[src/rtl/dps_pkg.sv]
package dps_pkg;

  typedef enum logic [2:0] {
    ST_OFF,
    ST_MEAS,
    ST_BAD,
    ST_REF,
    ST_HOLD,
    ST_RAMP,
    ST_RUN
  } seqState_t;

  typedef enum logic [1:0] {
    LIM_REF,
    LIM_HOLD,
    LIM_RAMP
  } limSel_t;

  // strobes from the control FSM to the datapath
  typedef struct packed {
    logic    measEn;
    logic    cntClr;
    logic    levelClr;
    logic    levelInc;
    limSel_t limSel;
  } dpStrobe_t;

  typedef struct packed {
    logic refEn;
    logic dacEn;
    logic filtEn;
    logic filtRst;
    logic outClamp;
    logic sinkEn;
    logic audioOk;
    logic ratioErr;
  } seqOut_t;

  function automatic logic ratioSupported(input int unsigned r);
    return (r == 256) || (r == 384) || (r == 512);
  endfunction

endpackage

[src/rtl/dps_clk_watch.sv]
module dps_clk_watch #(
  parameter int MISS_CYCLES = 4096
) (
  input  logic clk,
  input  logic rstN,
  input  logic rawIn,
  output logic rise,
  output logic present
);
  localparam int TW = $clog2(MISS_CYCLES + 1);
  localparam logic [TW-1:0] MISS_L = TW'(MISS_CYCLES);

  logic sync1, sync2, sync3;
  logic toggle;
  logic [TW-1:0] idleCnt;

  always_ff @(posedge clk) begin
    if (!rstN) begin
      sync1 <= 1'b0;
      sync2 <= 1'b0;
      sync3 <= 1'b0;
    end else begin
      sync1 <= rawIn;
      sync2 <= sync1;
      sync3 <= sync2;
    end
  end

  assign toggle = sync2 ^ sync3;
  assign rise   = sync2 & ~sync3;

  always_ff @(posedge clk) begin
    if (!rstN) begin
      idleCnt <= MISS_L;
    end else if (toggle) begin
      idleCnt <= '0;
    end else if (idleCnt != MISS_L) begin
      idleCnt <= idleCnt + 1'b1;
    end
  end

  assign present = (idleCnt != MISS_L);

  AST_EDGE_MEANS_PRESENT: assert property (@(posedge clk) disable iff (!rstN)
    toggle |=> present);

endmodule

[src/rtl/dps_dpath.sv]
module dps_dpath
  import dps_pkg::*;
#(
  parameter int RATIO_W      = 11,
  parameter int LEVEL_W      = 14,
  parameter int REF_PERIODS  = 4,
  parameter int HOLD_PERIODS = 1000,
  parameter int RAMP_PERIODS = 10000
) (
  input  logic               clk,
  input  logic               rstN,
  input  dpStrobe_t          stb,
  input  logic               mclkRise,
  input  logic               lrckRise,
  output logic [RATIO_W-1:0] ratio,
  output logic               ratioValid,
  output logic               ratioOk,
  output logic               frameDone,
  output logic [LEVEL_W-1:0] level
);
  localparam int MAXP  = (RAMP_PERIODS > HOLD_PERIODS) ?
                         ((RAMP_PERIODS > REF_PERIODS) ? RAMP_PERIODS : REF_PERIODS) :
                         ((HOLD_PERIODS > REF_PERIODS) ? HOLD_PERIODS : REF_PERIODS);
  localparam int CNT_W = $clog2(MAXP + 1);
  localparam logic [CNT_W-1:0] REF_L  = CNT_W'(REF_PERIODS);
  localparam logic [CNT_W-1:0] HOLD_L = CNT_W'(HOLD_PERIODS);
  localparam logic [CNT_W-1:0] RAMP_L = CNT_W'(RAMP_PERIODS);
  localparam logic [CNT_W-1:0] CNT_MAX = '1;
  localparam logic [LEVEL_W-1:0] LEVEL_MAX = '1;
  localparam logic [RATIO_W-1:0] RATIO_MAX = '1;

  // ratio measurement
  logic               measArmed;
  logic [RATIO_W-1:0] mclkCnt;
  logic [RATIO_W:0]   cntNext;

  assign cntNext = {1'b0, mclkCnt} + {{RATIO_W{1'b0}}, mclkRise};

  always_ff @(posedge clk) begin
    if (!rstN) begin
      measArmed  <= 1'b0;
      mclkCnt    <= '0;
      ratio      <= '0;
      ratioValid <= 1'b0;
    end else begin
      ratioValid <= 1'b0;
      if (!stb.measEn) begin
        measArmed <= 1'b0;
        mclkCnt   <= '0;
      end else if (lrckRise) begin
        if (measArmed) begin
          ratio      <= cntNext[RATIO_W] ? RATIO_MAX : cntNext[RATIO_W-1:0];
          ratioValid <= 1'b1;
        end
        measArmed <= 1'b1;
        mclkCnt   <= '0;
      end else if (mclkRise && measArmed && (mclkCnt != RATIO_MAX)) begin
        mclkCnt <= mclkCnt + 1'b1;
      end
    end
  end

  assign ratioOk = ratioSupported(32'(ratio));

  // phase frame counter shared by all timed states
  logic [CNT_W-1:0] frameCnt;
  logic [CNT_W-1:0] limit;

  always_ff @(posedge clk) begin
    if (!rstN) begin
      frameCnt <= '0;
    end else if (stb.cntClr) begin
      frameCnt <= '0;
    end else if (lrckRise && (frameCnt != CNT_MAX)) begin
      frameCnt <= frameCnt + 1'b1;
    end
  end

  always_comb begin
    case (stb.limSel)
      LIM_REF:  limit = REF_L;
      LIM_HOLD: limit = HOLD_L;
      default:  limit = RAMP_L;
    endcase
  end

  assign frameDone = (frameCnt >= limit);

  // output ramp level
  always_ff @(posedge clk) begin
    if (!rstN) begin
      level <= '0;
    end else if (stb.levelClr) begin
      level <= '0;
    end else if (stb.levelInc && lrckRise && (level != LEVEL_MAX)) begin
      level <= level + 1'b1;
    end
  end

  AST_LEVEL_STEP: assert property (@(posedge clk) disable iff (!rstN)
    (level != $past(level)) |-> ((level == $past(level) + 1'b1) || (level == '0)));

  AST_RATIO_FROM_MEAS: assert property (@(posedge clk) disable iff (!rstN)
    ratioValid |-> $past(stb.measEn));

endmodule

[src/rtl/dps_ctrl.sv]
module dps_ctrl
  import dps_pkg::*;
(
  input  logic      clk,
  input  logic      rstN,
  input  logic      clocksOk,
  input  logic      ratioValid,
  input  logic      ratioOk,
  input  logic      frameDone,
  output dpStrobe_t stb,
  output seqOut_t   outs
);
  seqState_t state, nextState;

  always_comb begin
    nextState = state;
    if (!clocksOk) begin
      nextState = ST_OFF;
    end else begin
      case (state)
        ST_OFF:  nextState = ST_MEAS;
        ST_MEAS: if (ratioValid) nextState = ratioOk ? ST_REF : ST_BAD;
        ST_BAD:  nextState = ST_BAD;
        ST_REF:  if (frameDone) nextState = ST_HOLD;
        ST_HOLD: if (frameDone) nextState = ST_RAMP;
        ST_RAMP: if (frameDone) nextState = ST_RUN;
        ST_RUN:  nextState = ST_RUN;
        default: nextState = ST_OFF;
      endcase
    end
  end

  always_ff @(posedge clk) begin
    if (!rstN) state <= ST_OFF;
    else       state <= nextState;
  end

  always_comb begin
    stb.measEn   = (state == ST_MEAS);
    stb.cntClr   = (nextState != state);
    stb.levelClr = (state == ST_OFF) || (state == ST_MEAS) || (state == ST_BAD);
    stb.levelInc = (state == ST_RAMP);
    case (state)
      ST_REF:  stb.limSel = LIM_REF;
      ST_HOLD: stb.limSel = LIM_HOLD;
      default: stb.limSel = LIM_RAMP;
    endcase
  end

  function automatic seqOut_t decode(input seqState_t s);
    seqOut_t o;
    o = '0;
    case (s)
      ST_MEAS: begin o.filtRst = 1'b1; o.outClamp = 1'b1; end
      ST_BAD:  begin o.filtRst = 1'b1; o.sinkEn = 1'b1; o.ratioErr = 1'b1; end
      ST_REF:  begin o.refEn = 1'b1; o.filtRst = 1'b1; o.outClamp = 1'b1; end
      ST_HOLD: begin o.refEn = 1'b1; o.dacEn = 1'b1; o.filtEn = 1'b1; o.outClamp = 1'b1; end
      ST_RAMP: begin o.refEn = 1'b1; o.dacEn = 1'b1; o.filtEn = 1'b1; end
      ST_RUN:  begin o.refEn = 1'b1; o.dacEn = 1'b1; o.filtEn = 1'b1; o.audioOk = 1'b1; end
      default: begin o.filtRst = 1'b1; o.sinkEn = 1'b1; end
    endcase
    return o;
  endfunction

  // outputs registered from the next state: no decode glitches at the pins
  always_ff @(posedge clk) begin
    if (!rstN) outs <= decode(ST_OFF);
    else       outs <= decode(nextState);
  end

  AST_REF_BEFORE_DAC: assert property (@(posedge clk) disable iff (!rstN)
    outs.dacEn |-> outs.refEn);

  AST_BAD_RATIO_OFF: assert property (@(posedge clk) disable iff (!rstN)
    outs.ratioErr |-> (!outs.refEn && !outs.dacEn && outs.sinkEn));

  AST_LOSS_POWERDOWN: assert property (@(posedge clk) disable iff (!rstN)
    !clocksOk |=> (!outs.refEn && !outs.dacEn && !outs.filtEn && outs.filtRst
                   && outs.sinkEn && !outs.audioOk));

  AST_CLAMP_AT_DAC_ON: assert property (@(posedge clk) disable iff (!rstN)
    $rose(outs.dacEn) |-> outs.outClamp);

endmodule

[src/rtl/dac_pwr_seq.sv]
module dac_pwr_seq
  import dps_pkg::*;
#(
  parameter int MISS_CYCLES  = 4096,
  parameter int RATIO_W      = 11,
  parameter int LEVEL_W      = 14,
  parameter int REF_PERIODS  = 4,
  parameter int HOLD_PERIODS = 1000,
  parameter int RAMP_PERIODS = 10000
) (
  input  logic               clk,
  input  logic               rstN,
  input  logic               mclkIn,
  input  logic               lrckIn,
  output logic               refEn,
  output logic               dacEn,
  output logic               filtEn,
  output logic               filtRst,
  output logic               outClamp,
  output logic               sinkEn,
  output logic               audioOk,
  output logic [LEVEL_W-1:0] rampLevel,
  output logic [RATIO_W-1:0] ratio,
  output logic               ratioErr
);
  localparam int NCLK = 2;

  logic [NCLK-1:0] rawClk, clkRise, clkPresent;
  assign rawClk = {lrckIn, mclkIn};

  for (genvar i = 0; i < NCLK; i++) begin : gWatch
    dps_clk_watch #(.MISS_CYCLES(MISS_CYCLES)) uWatch (
      .clk    (clk),
      .rstN   (rstN),
      .rawIn  (rawClk[i]),
      .rise   (clkRise[i]),
      .present(clkPresent[i])
    );
  end

  logic      clocksOk, ratioValid, ratioOk, frameDone;
  dpStrobe_t stb;
  seqOut_t   outs;

  assign clocksOk = &clkPresent;

  dps_ctrl uCtrl (
    .clk       (clk),
    .rstN      (rstN),
    .clocksOk  (clocksOk),
    .ratioValid(ratioValid),
    .ratioOk   (ratioOk),
    .frameDone (frameDone),
    .stb       (stb),
    .outs      (outs)
  );

  dps_dpath #(
    .RATIO_W     (RATIO_W),
    .LEVEL_W     (LEVEL_W),
    .REF_PERIODS (REF_PERIODS),
    .HOLD_PERIODS(HOLD_PERIODS),
    .RAMP_PERIODS(RAMP_PERIODS)
  ) uDpath (
    .clk       (clk),
    .rstN      (rstN),
    .stb       (stb),
    .mclkRise  (clkRise[0]),
    .lrckRise  (clkRise[1]),
    .ratio     (ratio),
    .ratioValid(ratioValid),
    .ratioOk   (ratioOk),
    .frameDone (frameDone),
    .level     (rampLevel)
  );

  assign refEn    = outs.refEn;
  assign dacEn    = outs.dacEn;
  assign filtEn   = outs.filtEn;
  assign filtRst  = outs.filtRst;
  assign outClamp = outs.outClamp;
  assign sinkEn   = outs.sinkEn;
  assign audioOk  = outs.audioOk;
  assign ratioErr = outs.ratioErr;

  AST_AUDIO_AT_FULL_RAMP: assert property (@(posedge clk) disable iff (!rstN)
    audioOk |-> (rampLevel == LEVEL_W'(RAMP_PERIODS)));

endmodule

[config.mk]
export PLATFORM = sky130hd
export DESIGN_NAME = dac_pwr_seq
export DESIGN_NICKNAME = d
export VERILOG_FILES = /design/src/rtl/dps_pkg.sv /design/src/rtl/dps_clk_watch.sv /design/src/rtl/dps_dpath.sv /design/src/rtl/dps_ctrl.sv /design/src/rtl/dac_pwr_seq.sv
export SDC_FILE = /design/constraint.sdc
export NUM_CORES = 1
export LEC_CHECK = 0
export BUFFER_PORTS_ARGS = -buffer_cell sky130_fd_sc_hd__buf_2
export CAP_MARGIN = 20
export CORE_ASPECT_RATIO = 1.75
export CORE_MARGIN = 8
export CORE_UTILIZATION = 54
export CTS_BUF_LIST = sky130_fd_sc_hd__clkbuf_8 sky130_fd_sc_hd__clkbuf_16
export DETAILED_ROUTE_END_ITERATION = 10
export HOLD_SLACK_MARGIN = 0.15
export PLACE_DENSITY = 0.73
export SLEW_MARGIN = 20
export SYNTH_ARGS = -nofsm -noshare
export SYNTH_HDL_FRONTEND = slang
export SYNTH_SLANG_ARGS = --single-unit
export TNS_END_PERCENT = 30
[constraint.sdc]
create_clock -name clk -period 2.9 [get_ports clk]
set_input_delay 0.435 -clock clk [delete_from_list [all_inputs] [get_ports clk]]
set_output_delay 0.435 -clock clk [all_outputs]
set_load 0.05 [all_outputs]
==> results of run 1 <==
-- worst paths after layout --
kind / from / endpoint / slack, ns / cells past startpoint
worst max-delay path: uCtrl.state[0]$_SDFF_PN0_ / uCtrl.outs[0]$_SDFF_PN0_ / 0.26 / 11
worst min-delay path: mclkIn / gWatch[0].uWatch.sync1$_SDFF_PN0_ / 0.30 / 2
worst max register to register: uCtrl.state[0]$_SDFF_PN0_ / uCtrl.outs[0]$_SDFF_PN0_ / 0.26 / 11
worst min register to register: gWatch[1].uWatch.sync1$_SDFF_PN0_ / gWatch[1].uWatch.sync2$_SDFF_PN0_ / 0.43 / 1
-- repair_timing --
| action | CTS | global route |
|---|---|---|
| hold buffers | 0 | 0 |
| gates resized for setup | 0 | 5 |
| setup buffers | 0 | 3 |
| endpoints found under the setup margin | 0 | 22 |
-- kinds of logic (layout without fill, tap and decap cells) --
family	Yosys count	after routing	share of synthesized area (%)
adders and majority gates	22	22	5.98
DFF	94	94	40.9
muxes	4	4	0.870
xor gates and xnor gates	56	56	10.7
AOI/OAI and AO/OA	75	75	10.7
buffers and inverters	39	85	3.59
and+or+nand+nor	236	236	27.3
-- power by group --
part           switching (mW)  total, mW  leakage, nW  internal (mW)
logic                   0.163      0.268         1.08          0.105
clock network           0.472       1.17        0.151          0.697
registers              0.0257       1.35        0.760           1.32
total                   0.661       2.78         1.99           2.12
-- stage by stage --
step           hold slack [ns]  cells
6_report                 0.304    687
4_1_cts                  0.301    684
3_5_place_dp             0.423    668
3_3_place_gp             0.415    668
5_1_grt                  0.310    687
2_1_floorplan            0.412    526
-- layout make-up --
cell class              count  area [um^2]
multi-input cells         393         2570
clock inverters             2         12.5
flip-flops and latches     94         1880
repair buffers             48          270
inverters                  21         78.8
well taps                 115          144
fillers                   707         3060
clock buffers              14          294
-- state kept, by name, summed over array words and instances (netlist names) --
signal                 count
uCtrl.state                3
gWatch.uWatch.sync1        2
gWatch.uWatch.sync3        2
gWatch.uWatch.idleCnt     26
uDpath.ratio              11
uDpath.ratioValid          1
uDpath.mclkCnt            11
uCtrl.outs                 7
uDpath.level              14
gWatch.uWatch.sync2        2
uDpath.frameCnt           14
uDpath.measArmed           1
-- cells in the final DEF (no fill, tap or decap), drive strengths merged, types with 4 or more instances in the layout --
| cell | netlist | layout |
|---|---|---|
| a21oi | 29 | 29 |
| a31oi | 4 | 4 |
| and2 | 8 | 8 |
| and3 | 9 | 9 |
| buf | 6 | 48 |
| clkbuf | 12 | 14 |
| dfxtp | 94 | 94 |
| ha | 22 | 22 |
| inv | 21 | 21 |
| mux2i | 4 | 4 |
| nand2 | 36 | 36 |
| nand2b | 4 | 4 |
| nand3 | 38 | 38 |
| nand4 | 11 | 11 |
| nor2 | 84 | 84 |
| nor3 | 16 | 16 |
| nor4 | 8 | 8 |
| nor4b | 4 | 4 |
| o21ai | 21 | 21 |
| or3 | 5 | 5 |
| xnor2 | 27 | 27 |
| xor2 | 29 | 29 |
-- cell usage after synthesis, types with 2 or more instances --
master	n	area share [%]
a31oi_1	4	0.54
nand4_1	10	1.4
nand3_1	35	3.8
o21ai_0	20	2.2
nor3_1	15	1.6
clkbuf_2	2	0.22
or3_1	5	0.68
nor2_1	73	6.0
ha_1	22	6.0
a21o_1	3	0.49
xnor2_1	27	5.1
o21a_1	2	0.33
nor3b_1	3	0.49
mux2i_1	4	0.87
nor2_2	11	1.5
inv_1	21	1.7
and4_1	2	0.38
buf_2	4	0.44
dfxtp_1	94	41
clkbuf_1	10	0.82
a21oi_1	29	3.2
nand3_2	2	0.44
xor2_1	29	5.5
and3_1	8	1.1
nand3b_1	3	0.49
nor2b_1	2	0.27
nand2b_1	3	0.41
nand2_1	35	2.9
nor4b_2	4	1.3
nor4_1	7	0.95
and2_1	8	1.1
-- routing by layer --
layer / track usage [%] / vias to the layer above
met4: 7.53 / 0
met3: 3.44 / 17
li1: - / 1895
met1: 17.5 / 1773
met5: 0 / -
met2: 31.5 / 64
==> flow_metrics.env, run 1 <==
export IMPL_run_status="finished, final reports clean"
export IMPL_core_mm2=0.00831
export IMPL_syn2layout_area_growth_pct=14.2
export IMPL_root_buffer="clkbuf_16"
export IMPL_critPathMaxFanout=4
export IMPL_dp_hpwl_mm=7.20
export IMPL_finalMaxSlewViolations=0
export IMPL_ys_warn_count=0
export IMPL_slew_headroom_pct=48.8
export IMPL_grt_pass1_wl_mm=16.8
export IMPL_drt_pass1_iter_count=4
export IMPL_synth_edf_count=0
export IMPL_grt_max_degree=24
export IMPL_p_leak_nw=1.99
export IMPL_cap_violations=0
export IMPL_ioPinCount=37
export IMPL_wl_met3_um=332
export IMPL_clock_skew_final_ns=0.00586
export IMPL_pre_cts_slack_ns=0.122
export IMPL_hold_class="input port to flip-flop"
export IMPL_htree_levels=3
export IMPL_start_util_pct=55.3
export IMPL_viasPerCell=5.46
export IMPL_max_stage_delay_ns=0.42
export IMPL_crit_buf_inv=1
export IMPL_die_y_um=138
export IMPL_cp_arrival_ns=2.92
export IMPL_postLayoutCellArea_mm2=0.00525
export IMPL_clkLatencyLatePin_ns=0.34
export IMPL_synth_cell_type_count=60
export IMPL_hold_viol_final=0
export IMPL_irDropWorstVdd_mv=0.343
export IMPL_grt_pass1_vias=3725
export IMPL_placed_area_mm2=0.00491
export IMPL_rsz0062_at_grt="false"
export IMPL_drt_wirelength_per_cell_um=14.1
export IMPL_ant_nets=0
export IMPL_fin_util_pct=63.2
export IMPL_antenna_cells=0
export IMPL_fin_nets=593
export IMPL_cts_tree="built"
export IMPL_routed_wl_mm=9.72
export IMPL_crit_path_end_kind="flip-flop"
export IMPL_ys_seq_area_share_pct=40.9
export IMPL_crit_chain="inv_1 -> nand3_1 -> o21ai_1 -> ha_1 -> nand4_1 -> nor3_2 -> o2111ai_2 -> and3_1 -> a311o_1 -> nor2_1 -> o211a_1"
export IMPL_clock_tree_buffer_depth=2
export IMPL_clk_pin_slew_worst_paths_ns=0.06
export IMPL_grt_util_all_layers_pct=17.0
export IMPL_p_per_area_mw_per_mm2=530
export IMPL_setup_ws_ns=0.258
export IMPL_drt_iter0_markers=197
export IMPL_place_gp_congestion=0.913
export IMPL_min_period_ns=2.64
export IMPL_drc=0
export IMPL_fin_crit_sh_pct=91.1
export IMPL_antenna_found_initial=0
export IMPL_synth_nets=552
export IMPL_vias=3749
export IMPL_wl_met2_mm=5.29
export IMPL_grt_ovfl_total=0
export IMPL_clock_sinks=94
export IMPL_fp_dieW_um=85.8
export IMPL_synth_cells=526
export IMPL_setup_viol_count_final=0
export IMPL_routed_top_layer="met4"
export IMPL_wl_met1_mm=3.88
export IMPL_cp_slowest_cell="a311o_1"
export IMPL_start_kind="flip-flop"
export IMPL_port_buffers=36
export IMPL_final_setup_tns_ns=0
export IMPL_rows=44
export IMPL_fmax_mhz=379
export IMPL_die_area_mm2=0.0118
export IMPL_mappedNetlistArea_mm2=0.00460
export IMPL_async_reset_ff_share_pct=0
export IMPL_ys_seq_elements=94
export IMPL_cts_buffers=9
export IMPL_cp_top_family="compound AO/OA/AOI/OAI gates"
export IMPL_tightest_slew_ns=0.765
export IMPL_layout_drive_gt1_share_pct=17.8
export IMPL_syn_area_per_cell_um2=8.75
export IMPL_criticalPathCategory="flip-flop to flip-flop"
export IMPL_required_ns=3.18
export IMPL_synth_ff_type="dfxtp_1"
export IMPL_power_total_mw=2.78
(Power assumes the default switching activity.)
==> inputs of run 2 (changes only) <==
==> constraint.sdc (replaced) <==
create_clock -name clk -period 2.9 [get_ports clk]
set_input_delay 0.145 -clock clk [delete_from_list [all_inputs] [get_ports clk]]
set_output_delay 0.145 -clock clk [all_outputs]
set_load 0.05 [all_outputs]
==> run 2 against run 1 <==
Hold slack got worse by 0.079 ns. Fmax decreased by 0.36%. Combinational power decreased by 1%. First-iteration DRC count increased by 18%. Via count increased by 1.4%. Largest power group unchanged.
==> flow_metrics.env, run 2 (synthesized netlist as in run 1, its figures left out) <==
export IMPL_syn2layout_area_growth_pct=14.7
export IMPL_placed_area_mm2=0.00491
export IMPL_rows=44
export IMPL_clkLatencyLatePin_ns=0.34
export IMPL_clk_pin_slew_worst_paths_ns=0.06
export IMPL_start_kind="flip-flop"
export IMPL_rsz0062_at_grt="false"
export IMPL_viasPerCell=5.54
export IMPL_antenna_found_initial=0
export IMPL_hold_viol_final=0
export IMPL_setup_viol_count_final=0
export IMPL_irDropWorstVdd_mv=0.393
export IMPL_finalMaxSlewViolations=0
export IMPL_fmax_mhz=377
export IMPL_grt_max_degree=25
export IMPL_cap_violations=0
export IMPL_layout_drive_gt1_share_pct=17.5
export IMPL_root_buffer="clkbuf_16"
export IMPL_post_cts_buffers=0
export IMPL_cts_tree="built"
export IMPL_grt_pass1_vias=3797
export IMPL_drt_pass1_iter_count=4
export IMPL_hold_class="input port to flip-flop"
export IMPL_p_per_area_mw_per_mm2=548
export IMPL_cp_arrival_ns=2.88
export IMPL_required_ns=3.13
export IMPL_htree_levels=3
export IMPL_dp_hpwl_mm=7.38
export IMPL_clock_skew_final_ns=0.00573
export IMPL_postLayoutCellArea_mm2=0.00528
export IMPL_reg_top3="gWatch.uWatch.idleCnt x26, uDpath.frameCnt x14, uDpath.level x14"
export IMPL_worstReg2RegStart="uCtrl.state[0]$_SDFF_PN0_"
export IMPL_crit_chain="inv_1 -> nand3_1 -> o21ai_1 -> ha_1 -> nand4_1 -> nor3_2 -> o2111ai_2 -> nand3_1 -> nor3_1 -> o211ai_2 -> buf_4 -> nor2_2"
export IMPL_cp_startpoint="uCtrl.state[0]$_SDFF_PN0_"
export IMPL_port_buffers=36
export IMPL_core_mm2=0.00831
export IMPL_grt_pass1_wl_mm=17.2
export IMPL_rrSetupSlack_ns=0.25
export IMPL_place_gp_congestion=0.915
export IMPL_endpoint="uDpath.frameCnt[5]$_SDFFE_PP0P_"
export IMPL_layout_commonest_cell="dfxtp_1"
export IMPL_vias=3803
export IMPL_cts_buffers=9
export IMPL_min_period_ns=2.65
export IMPL_p_leak_nw=2.00
export IMPL_path_depth=12
export IMPL_criticalPathCategory="flip-flop to flip-flop"
export IMPL_fin_crit_sh_pct=91.4
export IMPL_drt_wirelength_per_cell_um=14.6
export IMPL_rr_worst_depth=12
export IMPL_die_y_um=138
export IMPL_fin_nets=592
export IMPL_drt_iter0_markers=232
export IMPL_clock_tree_buffer_depth=2
export IMPL_cp_top_family="simple AND/OR/NAND/NOR gates"
export IMPL_tightest_slew_ns=0.753
export IMPL_fillers=693
export IMPL_die_area_mm2=0.0118
export IMPL_ioPinCount=37
export IMPL_fp_dieW_um=85.8
export IMPL_critPathMaxFanout=8
export IMPL_routed_wl_mm=9.99
export IMPL_ant_nets=0
export IMPL_r2r_end="uDpath.frameCnt[5]$_SDFFE_PP0P_"
export IMPL_final_cell_mix="dfxtp_1, nor2_1, buf_2"
export IMPL_start_util_pct=55.3
export IMPL_largest_register="gWatch.uWatch.idleCnt"
export IMPL_run_status="finished, final reports clean"
export IMPL_antenna_cells=0
export IMPL_slew_headroom_pct=49.6
export IMPL_drc=0
export IMPL_largest_reg_flops=26
export IMPL_max_stage_delay_ns=0.38
export IMPL_crit_path_end_kind="flip-flop"
export IMPL_final_setup_tns_ns=0
export IMPL_clock_sinks=94
export IMPL_min_from="rstN"
export IMPL_crit_buf_inv=2
export IMPL_cp_slowest_cell="dfxtp_1"
export IMPL_power_total_mw=2.89
export IMPL_grt_util_all_layers_pct=17.6
export IMPL_critical_path_most_common_cell="nand3_1"
export IMPL_grt_ovfl_total=0
run 2: cell type report:
class	count	area [um^2]	area share [%]
Clock buffer	11	253	4.79
Clock inverter	5	81.3	1.54
Inverter	21	78.8	1.49
Multi-Input combinational cell	393	2570	48.7
Sequential cell	94	1880	35.7
Tap cell	115	144	2.73
Timing Repair Buffer	47	268	5.07
run 2: where the power goes:
part | internal, mW | leakage, nW | switching (mW)
clock | 0.802 | 0.162 | 0.484
sequential | 1.32 | 0.760 | 0.0247
combinational | 0.0977 | 1.08 | 0.166
run 2: timing repair:
item,CTS,global route
resized for setup,0,6
hold buffers,2,0
setup endpoints to repair,0,16
endpoints found under the hold margin,2,0
run 2: worst min-delay path: cells and delay by family:
kind / cells / cell delay, ns
and+or+nand+nor: 1 / 0.07
buffers and inverters: 2 / 0.30
run 2: worst min-delay path by stage:
stage	to	slack, ns	cells after the start
after floorplan	gWatch[0].uWatch.sync1$_SDFF_PN0_	0.27	1
after detailed placement	gWatch[0].uWatch.sync1$_SDFF_PN0_	0.36	2
after global routing	gWatch[1].uWatch.idleCnt[12]$_SDFFE_PN1P_	0.24	3
final	gWatch[0].uWatch.idleCnt[12]$_SDFFE_PN1P_	0.23	3
after global placement	gWatch[0].uWatch.sync1$_SDFF_PN0_	0.36	2
after CTS	gWatch[0].uWatch.idleCnt[12]$_SDFFE_PN1P_	0.21	3
run 2: metrics by stage:
stage / util [%] / std cells / setup slack (ns) / hold WS [ns]
after floorplan: - / 526 / 0.153 / 0.272
after global placement: 59.0 / 668 / 0.273 / 0.356
after detailed placement: 59.0 / 668 / 0.161 / 0.364
after CTS: 63.3 / 686 / 0.125 / 0.207
after global routing: 63.5 / 686 / 0.0119 / 0.235
final: 63.5 / 686 / 0.249 / 0.225
run 2: routing by layer:
layer	vias to the layer above	global-route usage [%]	part of all wire, %
li1	1892	-	-
met1	1814	17.5	39
met2	78	33.0	56
met3	19	4.04	3.7
met4	0	7.62	2.0
met5	-	0	0
==> inputs of run 3 (changes only) <==
--- a/config.mk
+++ b/config.mk
@@ -11,7 +11,9 @@
 export CORE_MARGIN = 8
 export CORE_UTILIZATION = 54
 export CTS_BUF_LIST = sky130_fd_sc_hd__clkbuf_8 sky130_fd_sc_hd__clkbuf_16
+export CTS_CLUSTER_SIZE = 40
 export DETAILED_ROUTE_END_ITERATION = 10
+export GPL_TIMING_DRIVEN = 0
 export HOLD_SLACK_MARGIN = 0.15
 export PLACE_DENSITY = 0.73
 export SLEW_MARGIN = 20
==> run 3 against run 2 <==
Sequential power about the same. Register-to-register slack worse by 0.12 ns. Hold slack better by 0.21 ns. Non-clock buffer count up 11. Power down 3.8%. Final area up 1.3%. Highest routed layer unchanged. Sequential cell count unchanged. Cell count up 1.6%. Worst setup slack worse by 0.12 ns. Utilization up 0.83 points. Global-route usage down 0.37 points. First-iteration DRC count down 34%.
==> flow_metrics.env, run 3 (synthesized netlist as in run 1, its figures left out) <==
export IMPL_syn2layout_area_growth_pct=16.2
export IMPL_cp_startpoint="uCtrl.state[2]$_SDFF_PN0_"
export IMPL_fin_crit_sh_pct=95.6
export IMPL_viasPerCell=5.46
export IMPL_grt_ovfl_total=0
export IMPL_worstReg2RegStart="uCtrl.state[2]$_SDFF_PN0_"
export IMPL_final_setup_tns_ns=0
export IMPL_core_mm2=0.00831
export IMPL_min_from="gWatch[0].uWatch.sync1$_SDFF_PN0_"
export IMPL_grt_max_degree=16
export IMPL_largest_reg_flops=26
export IMPL_routed_wl_mm=9.97
export IMPL_fmax_mhz=361
export IMPL_p_leak_nw=2.02
export IMPL_r2r_end="uCtrl.outs[3]$_SDFF_PN0_"
export IMPL_criticalPathCategory="flip-flop to flip-flop"
export IMPL_root_buffer="clkbuf_16"
export IMPL_ioPinCount=37
export IMPL_antenna_found_initial=0
export IMPL_ant_nets=0
export IMPL_layout_commonest_cell="dfxtp_1"
export IMPL_rows=44
export IMPL_reg_top3="gWatch.uWatch.idleCnt x26, uDpath.frameCnt x14, uDpath.level x14"
export IMPL_crit_path_end_kind="flip-flop"
export IMPL_antenna_cells=0
export IMPL_finalMaxSlewViolations=0
export IMPL_slew_headroom_pct=46.0
export IMPL_start_kind="flip-flop"
export IMPL_p_per_area_mw_per_mm2=521
export IMPL_drc=0
export IMPL_drt_pass1_iter_count=4
export IMPL_setup_ws_ns=0.127
export IMPL_drt_wirelength_per_cell_um=14.3
export IMPL_run_status="finished, final reports clean"
export IMPL_port_buffers=36
export IMPL_place_gp_congestion=0.905
export IMPL_clk_pin_slew_worst_paths_ns=0.06
export IMPL_start_util_pct=55.3
export IMPL_clock_skew_final_ns=0.00993
export IMPL_vias=3805
export IMPL_tightest_slew_ns=0.803
export IMPL_final_cell_mix="dfxtp_1, nor2_1, buf_2"
export IMPL_endpoint="uCtrl.outs[3]$_SDFF_PN0_"
export IMPL_fp_dieW_um=85.8
export IMPL_clock_tree_buffer_depth=2
export IMPL_clock_sinks=94
export IMPL_fin_util_pct=64.3
export IMPL_dp_hpwl_mm=7.22
export IMPL_drt_iter0_markers=154
export IMPL_pre_cts_slack_ns=-0.449
export IMPL_rr_worst_depth=9
export IMPL_required_ns=3.14
export IMPL_irDropWorstVdd_mv=0.490
export IMPL_cp_arrival_ns=3.01
export IMPL_layoutNonFillerInstCount=697
export IMPL_hold_viol_final=0
export IMPL_cts_tree="built"
export IMPL_grt_pass1_wl_mm=16.8
export IMPL_cap_violations=0
export IMPL_cts_buffers=9
export IMPL_grt_pass1_vias=3779
export IMPL_critPathMaxFanout=11
export IMPL_clkLatencyLatePin_ns=0.35
export IMPL_min_period_ns=2.77
export IMPL_rrSetupSlack_ns=0.13
export IMPL_die_area_mm2=0.0118
export IMPL_die_y_um=138
export IMPL_dp_cells=677
export IMPL_fin_nets=603
export IMPL_power_total_mw=2.78
export IMPL_layout_drive_gt1_share_pct=18.7
export IMPL_largest_register="gWatch.uWatch.idleCnt"
export IMPL_hold_class="flip-flop to flip-flop"
export IMPL_htree_levels=3
export IMPL_setup_viol_count_final=0
export IMPL_grt_util_all_layers_pct=17.2
-- run 3: how the worst min path moves through the flow --
stage / end / slack (ns) / cells after the start
6_report: gWatch[0].uWatch.sync2$_SDFF_PN0_ / 0.43 / 1
5_1_grt: gWatch[0].uWatch.sync2$_SDFF_PN0_ / 0.44 / 1
4_1_cts: gWatch[1].uWatch.sync2$_SDFF_PN0_ / 0.43 / 1
3_5_place_dp: gWatch[1].uWatch.sync1$_SDFF_PN0_ / 0.36 / 2
3_3_place_gp: gWatch[0].uWatch.sync1$_SDFF_PN0_ / 0.36 / 2
2_1_floorplan: gWatch[0].uWatch.sync1$_SDFF_PN0_ / 0.27 / 1
-- run 3: cell type report --
cell class / instances / area (um^2)
clock buffer: 9 / 225
fill: 703 / 2970
inverter: 21 / 78.8
tap: 115 / 144
clock inverter: 7 / 65.1
sequential: 94 / 1880
multi-input combinational: 393 / 2640
buffer: 17 / 86.3
timing repair buffer: 41 / 225
-- run 3: stage by stage --
stage                     cell area [um^2]  hold WS, ns
after CTS                             5270        0.434
after detailed placement              4920        0.358
after global routing                  5350        0.440
after global placement                4920        0.355
after floorplan                       4600        0.272
final                                 5350        0.433
-- run 3: worst max-delay path, stage by stage (launching register included) --
cell and delay [ns]:
dfxtp_2 0.46, clkbuf_2 0.30, o21ai_2 0.12, ha_1 0.33, nand4_1 0.11, nor3_2 0.28
o2111ai_2 0.23, and3_4 0.25, a311o_1 0.33, a31o_2 0.26
-- run 3: power breakdown --
group	switching, mW	leakage, nW	internal, mW
Clock	0.503	0.147	0.663
Sequential	0.0224	0.760	1.32
Combinational	0.172	1.11	0.103
Total	0.698	2.02	2.09
-- run 3: repair_timing --
item / 4_1_cts / 5_1_grt
setup endpoints to repair: 24 / 19
hold buffers: 3 / 0
setup buffers: 0 / 2
resized for setup: 7 / 12
pin swaps: 0 / 8
endpoints found under the hold margin: 4 / 0
-- run 3: metal layers --
metal  wire length [um]  track usage, %
met5                  0               0
met3                380            3.56
met2               5280            31.5
met4                240            7.71
met1               4060            18.0
